[config.mk]
export PLATFORM = sky130hd
export DESIGN_NAME = trace_evt_ctrl
export DESIGN_NICKNAME = d
export VERILOG_FILES = /design/src/rtl/tev_pkg.sv /design/src/rtl/tev_edge_sync.sv /design/src/rtl/tev_flush_sched.sv /design/src/rtl/tev_mark_cnt.sv /design/src/rtl/trace_evt_ctrl.sv
export SDC_FILE = /design/constraint.sdc
export NUM_CORES = 1
export LEC_CHECK = 0
export BUFFER_PORTS_ARGS = -buffer_cell sky130_fd_sc_hd__buf_2
export CORE_ASPECT_RATIO = 0.75
export CORE_MARGIN = 1.5
export CORE_UTILIZATION = 45
export CTS_CLUSTER_DIAMETER = 120
export DETAILED_ROUTE_END_ITERATION = 10
export PLACE_DENSITY = 0.71
export SYNTH_ARGS = -nofsm -noshare
export SYNTH_HDL_FRONTEND = slang
export SYNTH_SLANG_ARGS = --single-unit
[constraint.sdc]
create_clock -name clk -period 7.6 [get_ports clk]
set_input_delay 0.38 -clock clk [delete_from_list [all_inputs] [get_ports clk]]
set_output_delay 0.38 -clock clk [all_outputs]
set_load 0.005 [all_outputs]
[src/rtl/tev_pkg.sv]
// Shared constants and types for the trace event controller.
package tev_pkg;
    localparam int CFG_W  = 10;
    // Control word bit positions (software visible layout).
    localparam int B_FMT  = 0;
    localparam int B_MEN  = 1;
    localparam int B_FEXT = 2;
    localparam int B_FTEV = 3;
    localparam int B_MAN  = 4;
    localparam int B_MFL  = 5;
    localparam int B_MTEV = 6;
    localparam int B_MTRG = 7;
    localparam int B_SFL  = 8;
    localparam int B_STEV = 9;

    localparam int NSRC  = 4;
    localparam int SRC_W = $clog2(NSRC);

    // Flush sources; lower value wins arbitration.
    typedef enum logic [SRC_W-1:0] {
        SRC_MAN  = 2'd0,
        SRC_EXT  = 2'd1,
        SRC_TEVT = 2'd2,
        SRC_DS   = 2'd3
    } fsrc_e;

    localparam logic [7:0] MARK_BYTE = 8'h00;
    localparam logic [6:0] MARK_TID  = 7'h7D;

    // Stored control bits (the manual flush bit is held separately).
    typedef struct packed {
        logic stop_tev;
        logic stop_fl;
        logic mk_trg;
        logic mk_tev;
        logic mk_fl;
        logic fl_tev;
        logic fl_ext;
        logic mk_en;
        logic fmt_en;
    } cfg_t;
endpackage

[src/rtl/tev_edge_sync.sv]
// Synchronizes an asynchronous pin through STAGES flops and flags its
// rising edge for one cycle. Assumes the pin is held for more than one cycle.
module tev_edge_sync #(
    parameter int STAGES = 2
) (
    input  logic clk,
    input  logic rst_n,
    input  logic pin,
    output logic rise
);
    logic [STAGES:0] sh;

    // Shift the pin in; the extra flop keeps the previous synchronized value.
    always_ff @(posedge clk) begin
        if (!rst_n) sh <= '0;
        else        sh <= {sh[STAGES-1:0], pin};
    end

    assign rise = sh[STAGES-1] & ~sh[STAGES];
endmodule

[src/rtl/tev_flush_sched.sv]
// Serializes flush requests from several sources onto one req/ack
// handshake. Source 0 is a level request that its owner clears; the others
// are pulses latched in pending flags. Assumes flush_ack is a pulse.
module tev_flush_sched
    import tev_pkg::*;
(
    input  logic            clk,
    input  logic            rst_n,
    input  logic            man_lvl,
    input  logic [NSRC-1:1] set_pulse,
    input  logic            flush_ack,
    output logic            flush_req,
    output logic            done,
    output fsrc_e           act_src
);
    logic [NSRC-1:1] pend;
    logic [NSRC-1:1] clr;
    logic [NSRC-1:0] req_vec;
    logic            any_req;
    logic            grant;
    fsrc_e           pick;

    assign req_vec = {pend, man_lvl};
    assign done    = flush_req && flush_ack;
    assign grant   = !flush_req && any_req;

    // Fixed-priority pick: lowest numbered requesting source.
    always_comb begin
        any_req = 1'b0;
        pick    = SRC_MAN;
        for (int i = NSRC - 1; i >= 0; i--) begin
            if (req_vec[i]) begin
                any_req = 1'b1;
                pick    = fsrc_e'(SRC_W'(i));
            end
        end
    end

    generate
        for (genvar g = 1; g < NSRC; g++) begin : g_clr
            assign clr[g] = grant && (pick == fsrc_e'(SRC_W'(g)));
        end
    endgenerate

    // Pending flags: a new pulse wins over the clear of a grant.
    always_ff @(posedge clk) begin
        if (!rst_n) pend <= '0;
        else        pend <= (pend & ~clr) | set_pulse;
    end

    // Active flush and its source.
    always_ff @(posedge clk) begin
        if (!rst_n) begin
            flush_req <= 1'b0;
            act_src   <= SRC_MAN;
        end else if (grant) begin
            flush_req <= 1'b1;
            act_src   <= pick;
        end else if (done) begin
            flush_req <= 1'b0;
        end
    end


    flush_hold_chk: assert property (@(posedge clk) disable iff (!rst_n)
        flush_req && !flush_ack |=> flush_req);

    src_stable_chk: assert property (@(posedge clk) disable iff (!rst_n)
        flush_req && !flush_ack |=> $stable(act_src));

    idle_gap_chk: assert property (@(posedge clk) disable iff (!rst_n)
        done |=> !flush_req);
endmodule

[src/rtl/tev_mark_cnt.sv]
// Counts trigger markers owed to the formatter, up to three new ones per
// cycle, saturating at the counter maximum. One marker retires per ack.
module tev_mark_cnt #(
    parameter int CNT_W = 3
) (
    input  logic       clk,
    input  logic       rst_n,
    input  logic [1:0] inc,
    input  logic       mark_ack,
    output logic       mark_req
);
    localparam int MAXV = (1 << CNT_W) - 1;

    logic [CNT_W-1:0] cnt;
    logic [CNT_W:0]   sum;
    logic             dec;

    assign mark_req = (cnt != '0);
    assign dec      = mark_ack && mark_req;
    assign sum      = {1'b0, cnt} + {{(CNT_W-1){1'b0}}, inc} - {{CNT_W{1'b0}}, dec};

    // Saturating owed-marker count.
    always_ff @(posedge clk) begin
        if (!rst_n)                         cnt <= '0;
        else if (sum > (CNT_W+1)'(MAXV))    cnt <= CNT_W'(MAXV);
        else                                cnt <= sum[CNT_W-1:0];
    end


    mark_hold_chk: assert property (@(posedge clk) disable iff (!rst_n)
        mark_req && !mark_ack |=> mark_req);

    mark_retire_chk: assert property (@(posedge clk) disable iff (!rst_n)
        mark_ack && (cnt == CNT_W'(1)) && (inc == 2'd0) |=> !mark_req);
endmodule

[src/rtl/trace_evt_ctrl.sv]
// Trace flush and trigger event controller. Holds the control word, turns
// pin edges, trigger events and manual writes into serialized flushes,
// owed trigger markers and a sticky formatter stop. Assumes trig_evt,
// ds_flush_req, flush_ack, mark_ack and stop_ack are synchronous pulses.
module trace_evt_ctrl
    import tev_pkg::*;
#(
    parameter int SYNC_STAGES = 2,
    parameter int MCNT_W      = 3
) (
    input  logic             clk,
    input  logic             rst_n,
    input  logic             capture_en,
    input  logic             cfg_we,
    input  logic [CFG_W-1:0] cfg_wdata,
    input  logic             ext_flush_in,
    input  logic             ext_trig_in,
    input  logic             trig_evt,
    input  logic             ds_flush_req,
    output logic             flush_req,
    input  logic             flush_ack,
    output logic             mark_req,
    input  logic             mark_ack,
    output logic [7:0]       mark_data,
    output logic [6:0]       mark_id,
    output logic             fmt_stop,
    input  logic             stop_ack,
    output logic             ready,
    output logic             fmt_on
);
    cfg_t            cfg;
    logic            man_bit;
    logic            cap_q;
    logic            stop_wait;
    logic            stop_busy;
    logic            ext_rise;
    logic            trg_rise;
    logic            done;
    fsrc_e           act_src;
    logic            own_done;
    logic            allowed;
    logic [1:0]      inc;
    logic            stop_set;
    logic            cap_rise;
    logic [NSRC-1:1] set_pulse;

    tev_edge_sync #(.STAGES(SYNC_STAGES)) u_fsync (
        .clk(clk), .rst_n(rst_n), .pin(ext_flush_in), .rise(ext_rise));

    tev_edge_sync #(.STAGES(SYNC_STAGES)) u_tsync (
        .clk(clk), .rst_n(rst_n), .pin(ext_trig_in), .rise(trg_rise));

    assign set_pulse = {ds_flush_req,
                        trig_evt && cfg.fl_tev && !cfg.stop_tev,
                        ext_rise && cfg.fl_ext && !fmt_stop};

    tev_flush_sched u_sched (
        .clk(clk), .rst_n(rst_n), .man_lvl(man_bit), .set_pulse(set_pulse),
        .flush_ack(flush_ack), .flush_req(flush_req), .done(done),
        .act_src(act_src));

    assign own_done = done && (act_src != SRC_DS);
    assign allowed  = cfg.fmt_en | cfg.mk_en;
    assign inc      = allowed ? ({1'b0, own_done && cfg.mk_fl} +
                                 {1'b0, trig_evt && cfg.mk_tev} +
                                 {1'b0, trg_rise && cfg.mk_trg}) : 2'd0;

    tev_mark_cnt #(.CNT_W(MCNT_W)) u_marks (
        .clk(clk), .rst_n(rst_n), .inc(inc), .mark_ack(mark_ack),
        .mark_req(mark_req));

    assign stop_set  = (trig_evt && cfg.stop_tev) || (stop_wait && !mark_req);
    assign cap_rise  = capture_en && !cap_q;
    assign ready     = !stop_busy;
    assign fmt_on    = allowed;
    assign mark_data = MARK_BYTE;
    assign mark_id   = MARK_TID;

    // Control word; the marker enable only moves while idle and not capturing.
    always_ff @(posedge clk) begin
        if (!rst_n) begin
            cfg <= '0;
        end else if (cfg_we) begin
            cfg.fmt_en   <= cfg_wdata[B_FMT];
            cfg.fl_ext   <= cfg_wdata[B_FEXT];
            cfg.fl_tev   <= cfg_wdata[B_FTEV];
            cfg.mk_fl    <= cfg_wdata[B_MFL];
            cfg.mk_tev   <= cfg_wdata[B_MTEV];
            cfg.mk_trg   <= cfg_wdata[B_MTRG];
            cfg.stop_fl  <= cfg_wdata[B_SFL];
            cfg.stop_tev <= cfg_wdata[B_STEV];
            if (ready && !capture_en) cfg.mk_en <= cfg_wdata[B_MEN];
        end
    end

    // Manual flush bit: set by a write during capture, cleared by its completion.
    always_ff @(posedge clk) begin
        if (!rst_n)                                      man_bit <= 1'b0;
        else if (cfg_we && cfg_wdata[B_MAN] && capture_en) man_bit <= 1'b1;
        else if (done && act_src == SRC_MAN)             man_bit <= 1'b0;
    end

    // Stop sequencing: wait for owed markers, sticky stop, ready handshake.
    always_ff @(posedge clk) begin
        if (!rst_n) begin
            cap_q     <= 1'b0;
            stop_wait <= 1'b0;
            fmt_stop  <= 1'b0;
            stop_busy <= 1'b0;
        end else begin
            cap_q     <= capture_en;
            stop_wait <= (stop_wait && mark_req) || (own_done && cfg.stop_fl);
            if (stop_set)      fmt_stop <= 1'b1;
            else if (cap_rise) fmt_stop <= 1'b0;
            if (stop_set && !fmt_stop) stop_busy <= 1'b1;
            else if (stop_ack)         stop_busy <= 1'b0;
        end
    end


    man_ignore_chk: assert property (@(posedge clk) disable iff (!rst_n)
        !capture_en && !man_bit |=> !man_bit);

    stop_tev_chk: assert property (@(posedge clk) disable iff (!rst_n)
        trig_evt && cfg.stop_tev |=> fmt_stop);

    rdy_on_stop_chk: assert property (@(posedge clk) disable iff (!rst_n)
        $rose(fmt_stop) |-> !ready);

    stop_sticky_chk: assert property (@(posedge clk) disable iff (!rst_n)
        $fell(fmt_stop) |-> $past(capture_en));

    men_lock_chk: assert property (@(posedge clk) disable iff (!rst_n)
        (!ready || capture_en) |=> $stable(cfg.mk_en));

    ds_quiet_chk: assert property (@(posedge clk) disable iff (!rst_n)
        done && act_src == SRC_DS && !trig_evt && !stop_wait && !fmt_stop |=> !fmt_stop);
endmodule

# Word level (Yosys, flattened, before mapping)
# Cells that the tools add are included.
[totals]
inputBits = 21
register_bits = 29
wordCells = 95
output_inout_bits = 20
[op_classes]
bitwise = 8
reduce_logical = 40
muxes = 18
magnitude_cmp = 1
n_addsub = 4
n_eq_ne = 4
[ops]
columns = ["operator", "count"]
rows = [
  ["1-bit logical AND", 24],
  ["1-bit 2-to-1 mux", 12],
  ["2-bit 2-to-1 mux", 5],
  ["2-bit nonzero test", 4],
  ["1-bit logical NOT", 7],
  ["3-bit by 2-bit adder with 4-bit output", 1],
  ["2-bit equality test, second input constant", 2],
  ["4-bit by 3-bit > comparator with 1-bit output, second input constant", 1],
  ["4-bit by 1-bit subtractor with 4-bit output", 1],
  ["3-bit bitwise AND", 1],
  ["3-bit 2-to-1 mux", 1],
  ["3-bit NOT", 1],
  ["3-bit bitwise OR", 1],
  ["3-bit nonzero test", 1],
  ["1-bit by 1-bit adder with 2-bit output", 1],
  ["2-bit by 1-bit adder with 2-bit output", 1],
  ["1-bit bitwise AND", 2],
  ["2-bit by 1-bit equality test with 1-bit output, second input constant", 1],
  ["2-bit logical NOT", 1],
  ["1-bit logical OR", 2],
  ["2-bit != test, second input constant", 1],
  ["1-bit NOT", 2],
  ["2-bit AND reduction", 1],
  ["1-bit bitwise OR", 1],
]

# Logic depth before layout (Yosys ltp)
# Gate-level depths: netlist of the first run.
[logic_depth]
depth_word = 10
ltp_mapped = 10
ltp_nobuf = 10

# Modules after synthesis
# A second synthesis of the first run with hierarchy kept.
[unflattened]
cells_unflattened = 159
hier_area_um2 = 1490.2
[by_module_without_submodules]
columns = ["mod", "instances", "seq_area_each_um2", "area_per_inst_um2", "cells_each"]
rows = [
  ["trace_evt_ctrl", 1, 280.3, 738.2, 81],
  ["tev_mark_cnt", 1, 60.1, 325.3, 37],
  ["tev_flush_sched", 1, 120.1, 241.5, 27],
  ["tev_edge_sync", 2, 60.1, 92.6, 7],
]

# Worst setup path before layout of the first run
# Ideal clock, no wire load.
[synth_timing]
kind = "register -> register"
start = "register u_marks.cnt[2]"
end = "register u_marks.cnt[1]"
path_slack_ps = 4692
t_arrival_ps = 2774
required_ps = 7466
stages_incl_launch_ff = 11
period_less_slack_ps = 2908
n_path_buf = 1
setup_time_ps = 134
cell_sequence = "dfxtp_1 -> buf_6 -> or3_2 -> and2_1 -> ha_1 -> inv_1 -> ha_1 -> fa_1 -> or4b_1 -> o311ai_0 -> a211oi_1"
[synth_between]
elab_chain_len = 5
elab_cells_between_ends = 6
classes_between = "2 x add/sub; 1 x order compare; 1 x mux; 2 x reduce/logical"
[synth_lines]
columns = ["element", "line", "text"]
rows = [
  ["start, declared", "tev_mark_cnt.sv:14", "logic [CNT_W-1:0] cnt;"],
  ["start signal, assigned", "tev_mark_cnt.sv:25", "else if (sum > (CNT_W+1)'(MAXV)) cnt <= CNT_W'(MAXV);"],
  ["start signal, assigned", "tev_mark_cnt.sv:26", "else cnt <= sum[CNT_W-1:0];"],
  ["3-bit nonzero test (*)", "tev_mark_cnt.sv:18", "assign mark_req = (cnt != '0);"],
  ["via mark_req", "trace_evt_ctrl.sv:22", "output logic mark_req,"],
  ["1-bit logical AND (*)", "tev_mark_cnt.sv:19", "assign dec = mark_ack && mark_req;"],
  ["4-bit by 1-bit subtractor with 4-bit output (*)", "tev_mark_cnt.sv:20", "assign sum = {1'b0, cnt} + {{(CNT_W-1){1'b0}}, inc} - {{CNT_W{1'b0}}, dec};"],
  ["4-bit by 3-bit > comparator with 1-bit output", "tev_mark_cnt.sv:25", ""],
  ["3-bit 2-to-1 mux (*)", "tev_mark_cnt.sv:25", ""],
]
# Mark *: on every way through the listed nets, which the timed path passes. The rest lies on a longest branch.
# A chain may end at the register's enable or synchronous reset.

# Worst setup path after layout of the first run
[layout_timing]
start = "register u_marks.cnt[2]"
end = "register u_marks.cnt[1]"
[layout_between]
elab_chain_len = 5
elab_cells_between_ends = 6
classes_between = "2 x add/sub; 1 x order compare; 1 x mux; 2 x reduce/logical"
[layout_lines]
columns = ["element", "line"]
rows = [
  ["branches (longest 2 deep; another with 3-bit by 2-bit adder with 4-bit output)", "n/a"],
  ["4-bit by 1-bit subtractor with 4-bit output (*)", "tev_mark_cnt.sv:20"],
  ["4-bit by 3-bit > comparator with 1-bit output", "tev_mark_cnt.sv:25"],
  ["3-bit 2-to-1 mux (*)", "tev_mark_cnt.sv:25"],
]
# Every way passes the cells marked *.

==> results of run 1 <==
## final cells by class
| cell class | instances | share of cell area, % |
|---|---|---|
| inverters | 12 | 2.82 |
| repair buffers | 25 | 7.84 |
| multi-input cells | 106 | 44.5 |
| flip-flops and latches | 29 | 36.4 |
| clock buffers | 7 | 5.41 |
| well taps | 38 | 2.98 |
## worst reg2reg max path, delay by kind of cell, from the launching register on
family | cells | cell delay (ns)
DFF | 1 | 0.42
adders and majority gates | 3 | 1.06
and+or+nand+nor | 3 | 1.23
AOI/OAI and AO/OA | 2 | 0.23
buffers and inverters | 1 | 0.04
## layout by cell type (no fill, tap or decap), drive strengths merged, types with 2 or more instances in the layout
master,count
nor3,4
nand3b,2
nand2,6
nand4,2
inv,12
fa,2
conb,15
nor4b,2
o21ai,3
and2,7
dfxtp,29
a211oi,3
clkbuf,7
o311ai,2
or4b,3
nor2,16
a21oi,7
buf,25
xnor2,2
mux2i,9
or3,2
ha,5
## flip-flops by register name, summed over array words and instances, names as in the netlist, 2 cells and up
| register | flops |
|---|---|
| u_fsync.sh | 3 |
| cfg | 9 |
| u_sched.pend | 3 |
| u_sched.act_src | 2 |
| u_marks.cnt | 3 |
| u_tsync.sh | 3 |
## metrics by stage
step | cell area [sq um] | hold slack, ns | power [uW] | utilization (%) | instances
5_1_grt | 1600 | 0.297 | 488 | 53.6 | 217
3_3_place_gp | 1510 | 0.418 | 321 | 50.7 | 210
4_1_cts | 1600 | 0.295 | 462 | 53.6 | 217
3_5_place_dp | 1510 | 0.425 | 334 | 50.7 | 210
2_1_floorplan | 1480 | 0.412 | 305 | - | 167
6_report | 1600 | 0.308 | 457 | 53.6 | 217
## metal layers
layer  wire length [microns]  share of wire [%]  global-route usage, %  up-vias
met4                      29                1.1                   9.33        0
met3                     184                6.7                   8.66        4
met5                       0                  0                      0        -
met2                    1260                 46                   26.1       39
li1                        -                  -                      -      544
met1                    1270                 46                   21.4      487
## report_power, final
group          leakage (uW)  internal, uW  switching, uW
combinational      0.000425          67.0           78.4
clock             0.0000443          71.6           52.7
sequential         0.000239           168           19.0
## cells by family after synthesis
group | share of synthesized area [%]
XOR/XNOR | 1.23
AO/OA/AOI/OAI | 11.4
buffers and inverters | 13.0
other | 0.526
multiplexers | 6.30
AND/OR/NAND/NOR | 19.7
adder cells (fa/ha/maj) | 7.18
flip-flops | 40.6
## final timing paths
path	from	endpoint	slack, ns	cells past startpoint
worst min register to register	u_fsync.sh[0]	u_fsync.sh[1]	0.44	1
worst max register to register	u_marks.cnt[2]	u_marks.cnt[1]	4.50	9
worst min-delay path	ext_trig_in	u_tsync.sh[0]	0.31	2
worst max-delay path	u_marks.cnt[2]	u_marks.cnt[1]	4.50	9
==> impl_metrics.yaml, run 1 <==
critical_path:
  cp_common_cell: "ha_1"
  critical_path.max_fanout: 11
  worstSetupEndpointType: "register"
  start_kind: "register"
  critPathKind: "reg -> reg"
  crit_arrival_ns: 3.25
  worstPathRequired_ns: 7.75
  critPathTopFamily: "simple AND/OR/NAND/NOR gates"
  crit_buf_inv: 1
  worstPathCellList: "or3_2 -> and2_1 -> ha_1 -> inv_1 -> ha_1 -> fa_1 -> or4b_1 -> o311ai_0 -> a211oi_1"
  slowest_delay_ns: 0.55
  cp_slowest_cell: "fa_1"
floorplanning:
  die_area_sq_um: 3530
  core_sq_um: 2980
  die_height_microns: 51.8
  initial_core_util_pct: 48.0
  die_w_microns: 68.1
  boundaryPins: 41
  rows: 17
sta:
  tns_ns: 0
  rsz0062_at_grt: "no"
  clock_skew_ns: 0.00140
  setup_ws_ns: 4.50
  finalCriticalPeriod_ns: 3.10
  setup_viol_count_final: 0
  maxSlewViolCount: 0
  post-route-period-util_pct: 40.8
  hold_viol_final: 0
  timing.fmax_mhz: 322
grt:
  grt_use_total_pct: 17.8
  grt_pass1_wl_mm: 4.31
  grt_max_degree: 17
  grt_pass1_vias: 977
  antenna_found_initial: 0
  grt_overflow: 0
routing:
  wl_mm: 2.75
  wire_per_inst_microns: 12.7
  drt_iter0_markers: 38
  ant_nets: 0
  drc_errors: 0
  drt_first_pass_iters: 4
  dr_total_vias: 1074
  vias_per_cell: 4.95
clocking:
  cts_tree: "yes"
  cts_hold_buf: 0
  htreeDepth: 2
  cts_setup_buffers: 0
  cts_buffers: 5
  clkTransAtPathRegs_ns: 0.06
  clock_sinks: 29
  cts_resized: 0
  clk-insertion-delay-late_ns: 0.28
  clock_path_buffers: 2
  root_buffer: "clkbuf_8"
yosys:
  yosys.area.top_type: "dfxtp_1"
  synth-seq-area-share_pct: 40.6
  synthTopCellsByCount: "dfxtp_1 (29), nor2_1 (16), buf_4 (15), inv_1 (12), mux2i_1 (9)"
  yosysTopAreaCellShare_pct: 40.6
  syn_area_per_cell_sq_um: 9.28
  synth.most_common_cell: "dfxtp_1"
  syn_area_sq_um: 1430
  ys_seq_elements: 29
  synth.yosys.warnings: 0
  synth_area_leaders: "dfxtp_1 (41%), buf_4 (7.9%), mux2i_1 (6.3%)"
  async_flop_share_pct: 0
  synth_cells: 154
  synth_top_flop_cell: "dfxtp_1"
  synth_cell_types: 41
  synth_edf_count: 0
run_status:
  status: "completed"
power_and_ir_drop:
  ir_worst_vdd_v: 0.000164
  powerDensity_nw_per_um2: 286
  p_leak_uw: 0.000708
placed_design:
  io_buffers: 25
  preCtsSetupSlack_ns: 4.48
  hpwl_mm: 2.05
  gp_congestion: 0.865
finish:
  area_growth_pct: 11.6
  fillers: 270
  multiInputGateArea_sq_um: 711
  antenna_cells: 0
  seq_area_sq_um: 581
  drive_gt1_share_pct: 20.1
  nets: 207
min_path:
  worst_hold_path_type: "in -> reg"
run:
  cap_violations: 0
Note: power is estimated with default switching activity, not from simulation.
==> run 2, diff against run 1 <==
ABC_AREA = 1   (was not set)
PLACE_DENSITY = 0.74   (was 0.71)
clock period = 2.8 ns   (was 7.6 ns; I/O delays follow)
==> run 2 against run 1 <==
  * Hold slack worse by 0.27 ns
  * First-iteration DRC count up 26%
  * Clock skew up 0.0016 ns
  * Non-clock buffer count unchanged
  * Design area about the same
  * Wire length down 11%
  * Synthesized cell count up 21%
  * Sequential power rose to 2.6 times the previous value
  * Register-to-register slack worse by 4.1 ns
  * Critical path depth up 6
  * Synthesized area down 1.9%
==> impl_metrics.yaml, run 2 <==
sta:
  setup_viol_count_final: 0
  clock_skew_ns: 0.00301
  rsz0062_at_grt: "no"
  hold_viol_final: 0
  maxSlewViolCount: 0
  timing.fmax_mhz: 410
  post-route-period-util_pct: 87.0
  finalCriticalPeriod_ns: 2.44
  tns_ns: 0
yosys:
  syn_area_per_cell_sq_um: 7.49
  synthMuxAreaShare_pct: 0
  yosys.area.top_type: "dfxtp_1"
  synth_top_family_by_area: "simple AND/OR/NAND/NOR gates"
  async_flop_share_pct: 0
  synth-xor-area-share_pct: 0.625
  synth-simple-area-share_pct: 20.6
  synthTopCellsByCount: "inv_1 (33), nand2_1 (32), dfxtp_1 (29), nor2_1 (18), buf_4 (15)"
  synth_edf_count: 0
  synth-seq-area-share_pct: 41.4
  yosysTopAreaCellShare_pct: 41.4
  ys_seq_elements: 29
  synth_top_flop_cell: "dfxtp_1"
  syn_area_sq_um: 1400
  synth.most_common_cell: "inv_1"
  yosys.area_share.adder_pct: 7.32
  synth_cell_types: 24
  synth_compound_area_share_pct: 11.0
  synth_area_leaders: "dfxtp_1 (41%), inv_1 (8.8%), nand2_1 (8.6%)"
  synth.yosys.warnings: 0
  synth_cells: 187
placed_design:
  gp_congestion: 0.825
  io_buffers: 25
  hpwl_mm: 1.85
finish:
  nets: 242
  final_cell_mix: "inv_1 (33), nand2_1 (32), dfxtp_1 (29), buf_2 (25), nor2_1 (18)"
  regMostFlops: "cfg"
  antenna_cells: 0
  final_common_cell: "inv_1"
  largest_reg_flops: 9
  drive_gt1_share_pct: 18.6
  fin_util_pct: 54.0
  area_growth_pct: 13.9
  fillers: 303
critical_path:
  critPathKind: "reg -> reg"
  worstSetupEndpoint: "u_marks.cnt[0]"
  r2r_slack_ns: 0.36
  worstSetupEndpointType: "register"
  critical_path.startpoint: "u_sched.flush_req"
  start_kind: "register"
  worstPathRequired_ns: 2.98
  rr_startpoint: "u_sched.flush_req"
  crit_arrival_ns: 2.62
  r2r_cells: 15
  critical_path.max_fanout: 5
  r2r_end: "u_marks.cnt[0]"
clocking:
  cts_setup_buffers: 0
  htreeDepth: 2
  cts_tree: "yes"
  clock_path_buffers: 2
  clk-insertion-delay-late_ns: 0.28
  root_buffer: "clkbuf_8"
  clkTransAtPathRegs_ns: 0.06
  cts_buffers: 5
  clock_sinks: 29
  cts_resized: 0
  cts_hold_buf: 0
grt:
  grt_pass1_wl_mm: 4.02
  grt_pass1_vias: 941
  antenna_found_initial: 0
  grt_use_total_pct: 16.8
  grt_max_degree: 23
  grt_overflow: 0
power_and_ir_drop:
  p_sw_uw: 367
  total_power_uw: 1190
  powerDensity_nw_per_um2: 746
  p_sw_share_pct: 30.8
  p_leak_uw: 0.000840
  power_frac_comb_pct: 28.4
  clkPwrFrac_pct: 31.5
  ir_worst_vdd_v: 0.000358
  seq_power_share_pct: 40.2
  internal_power_uw: 823
routing:
  drc_errors: 0
  wire_per_inst_microns: 9.63
  drt_iter0_markers: 48
  dr_total_vias: 1117
  wl_mm: 2.44
  drt_first_pass_iters: 4
  vias_per_cell: 4.42
  ant_nets: 0
floorplanning:
  die_w_microns: 67.4
  initial_core_util_pct: 47.4
  die_area_sq_um: 3460
  die_height_microns: 51.3
  core_sq_um: 2960
  rows: 17
  boundaryPins: 41
min_path:
  worst_hold_path_type: "in -> reg"
run:
  cap_violations: 0
run_status:
  status: "completed"
run 2: cell types whose count changed in the layout (fill, tap and decap cells not counted), sizes merged, moves of 3 or more:
cell,delta
o21ai,+10
or4b,-3
a211oi,-3
inv,+23
and2,-6
nor2,+4
nand2,+26
nand3,+5
a21oi,+7
nor3,-3
mux2i,-9
run 2: metal layers:
layer,vias up,GRT usage [%],share of wire [%]
li1,598,-,-
met1,475,21.4,51
met2,38,22.8,38
met3,6,9.91,8.4
met4,0,7.14,2.1
met5,-,0,0
run 2: through the flow:
step / cells / area (sq um) / setup slack (ns) / hold WS (ns)
2_1_floorplan: 200 / 1450 / 0.485 / 0.233
3_3_place_gp: 245 / 1500 / 0.414 / 0.318
3_5_place_dp: 245 / 1500 / 0.365 / 0.327
4_1_cts: 253 / 1600 / 0.355 / 0.0227
5_1_grt: 253 / 1600 / 0.0697 / 0.0155
6_report: 253 / 1600 / 0.363 / 0.0345
run 2: how the worst min path moves through the flow:
stage	from	to	slack (ns)	cells past startpoint
floorplan	capture_en	cap_q	0.23	2
global placement	ext_trig_in	u_tsync.sh[0]	0.32	3
detailed placement	ext_flush_in	u_fsync.sh[0]	0.33	3
CTS	ext_flush_in	u_fsync.sh[0]	0.02	3
global route	ext_flush_in	u_fsync.sh[0]	0.02	3
finish	ext_flush_in	u_fsync.sh[0]	0.03	3
run 2: worst max-delay path, stage by stage (launching register included):
cell and delay (ns):
dfxtp_1 0.37, nand2_1 0.10, a21oi_1 0.16, nand2_1 0.10
fa_1 0.41, inv_1 0.06, nand2_1 0.05, ha_1 0.26
inv_1 0.06, ha_1 0.30, nand3_1 0.10, nand2_1 0.06
nand2_1 0.11, nand3b_1 0.09, nand2_1 0.06, inv_1 0.04
run 2: cell families after synthesis:
logic type / Yosys count
XOR/XNOR: 1
AND/OR/NAND/NOR: 66
flip-flops: 29
adder cells (fa/ha/maj): 7
other: 2
AO/OA/AOI/OAI: 29
buffers and inverters: 53
run 2: area by class of cell:
cell class / count / area [sq um] / area share [%]
Timing Repair Buffer: 25 / 125 / 7.84
Sequential cell: 29 / 581 / 36.4
Tap cell: 38 / 47.5 / 2.98
Multi-Input combinational cell: 118 / 611 / 38.2
Inverter: 35 / 131 / 8.23
Clock inverter: 1 / 5.00 / 0.313
Clock buffer: 7 / 96.3 / 6.03
run 2: power by group through the flow:
stage	clock, uW	sequential [uW]	combinational (uW)
after floorplan	0	483	277
after global placement	0	486	333
after detailed placement	0	486	339
after CTS	386	478	339
after global routing	406	484	403
final	375	478	338
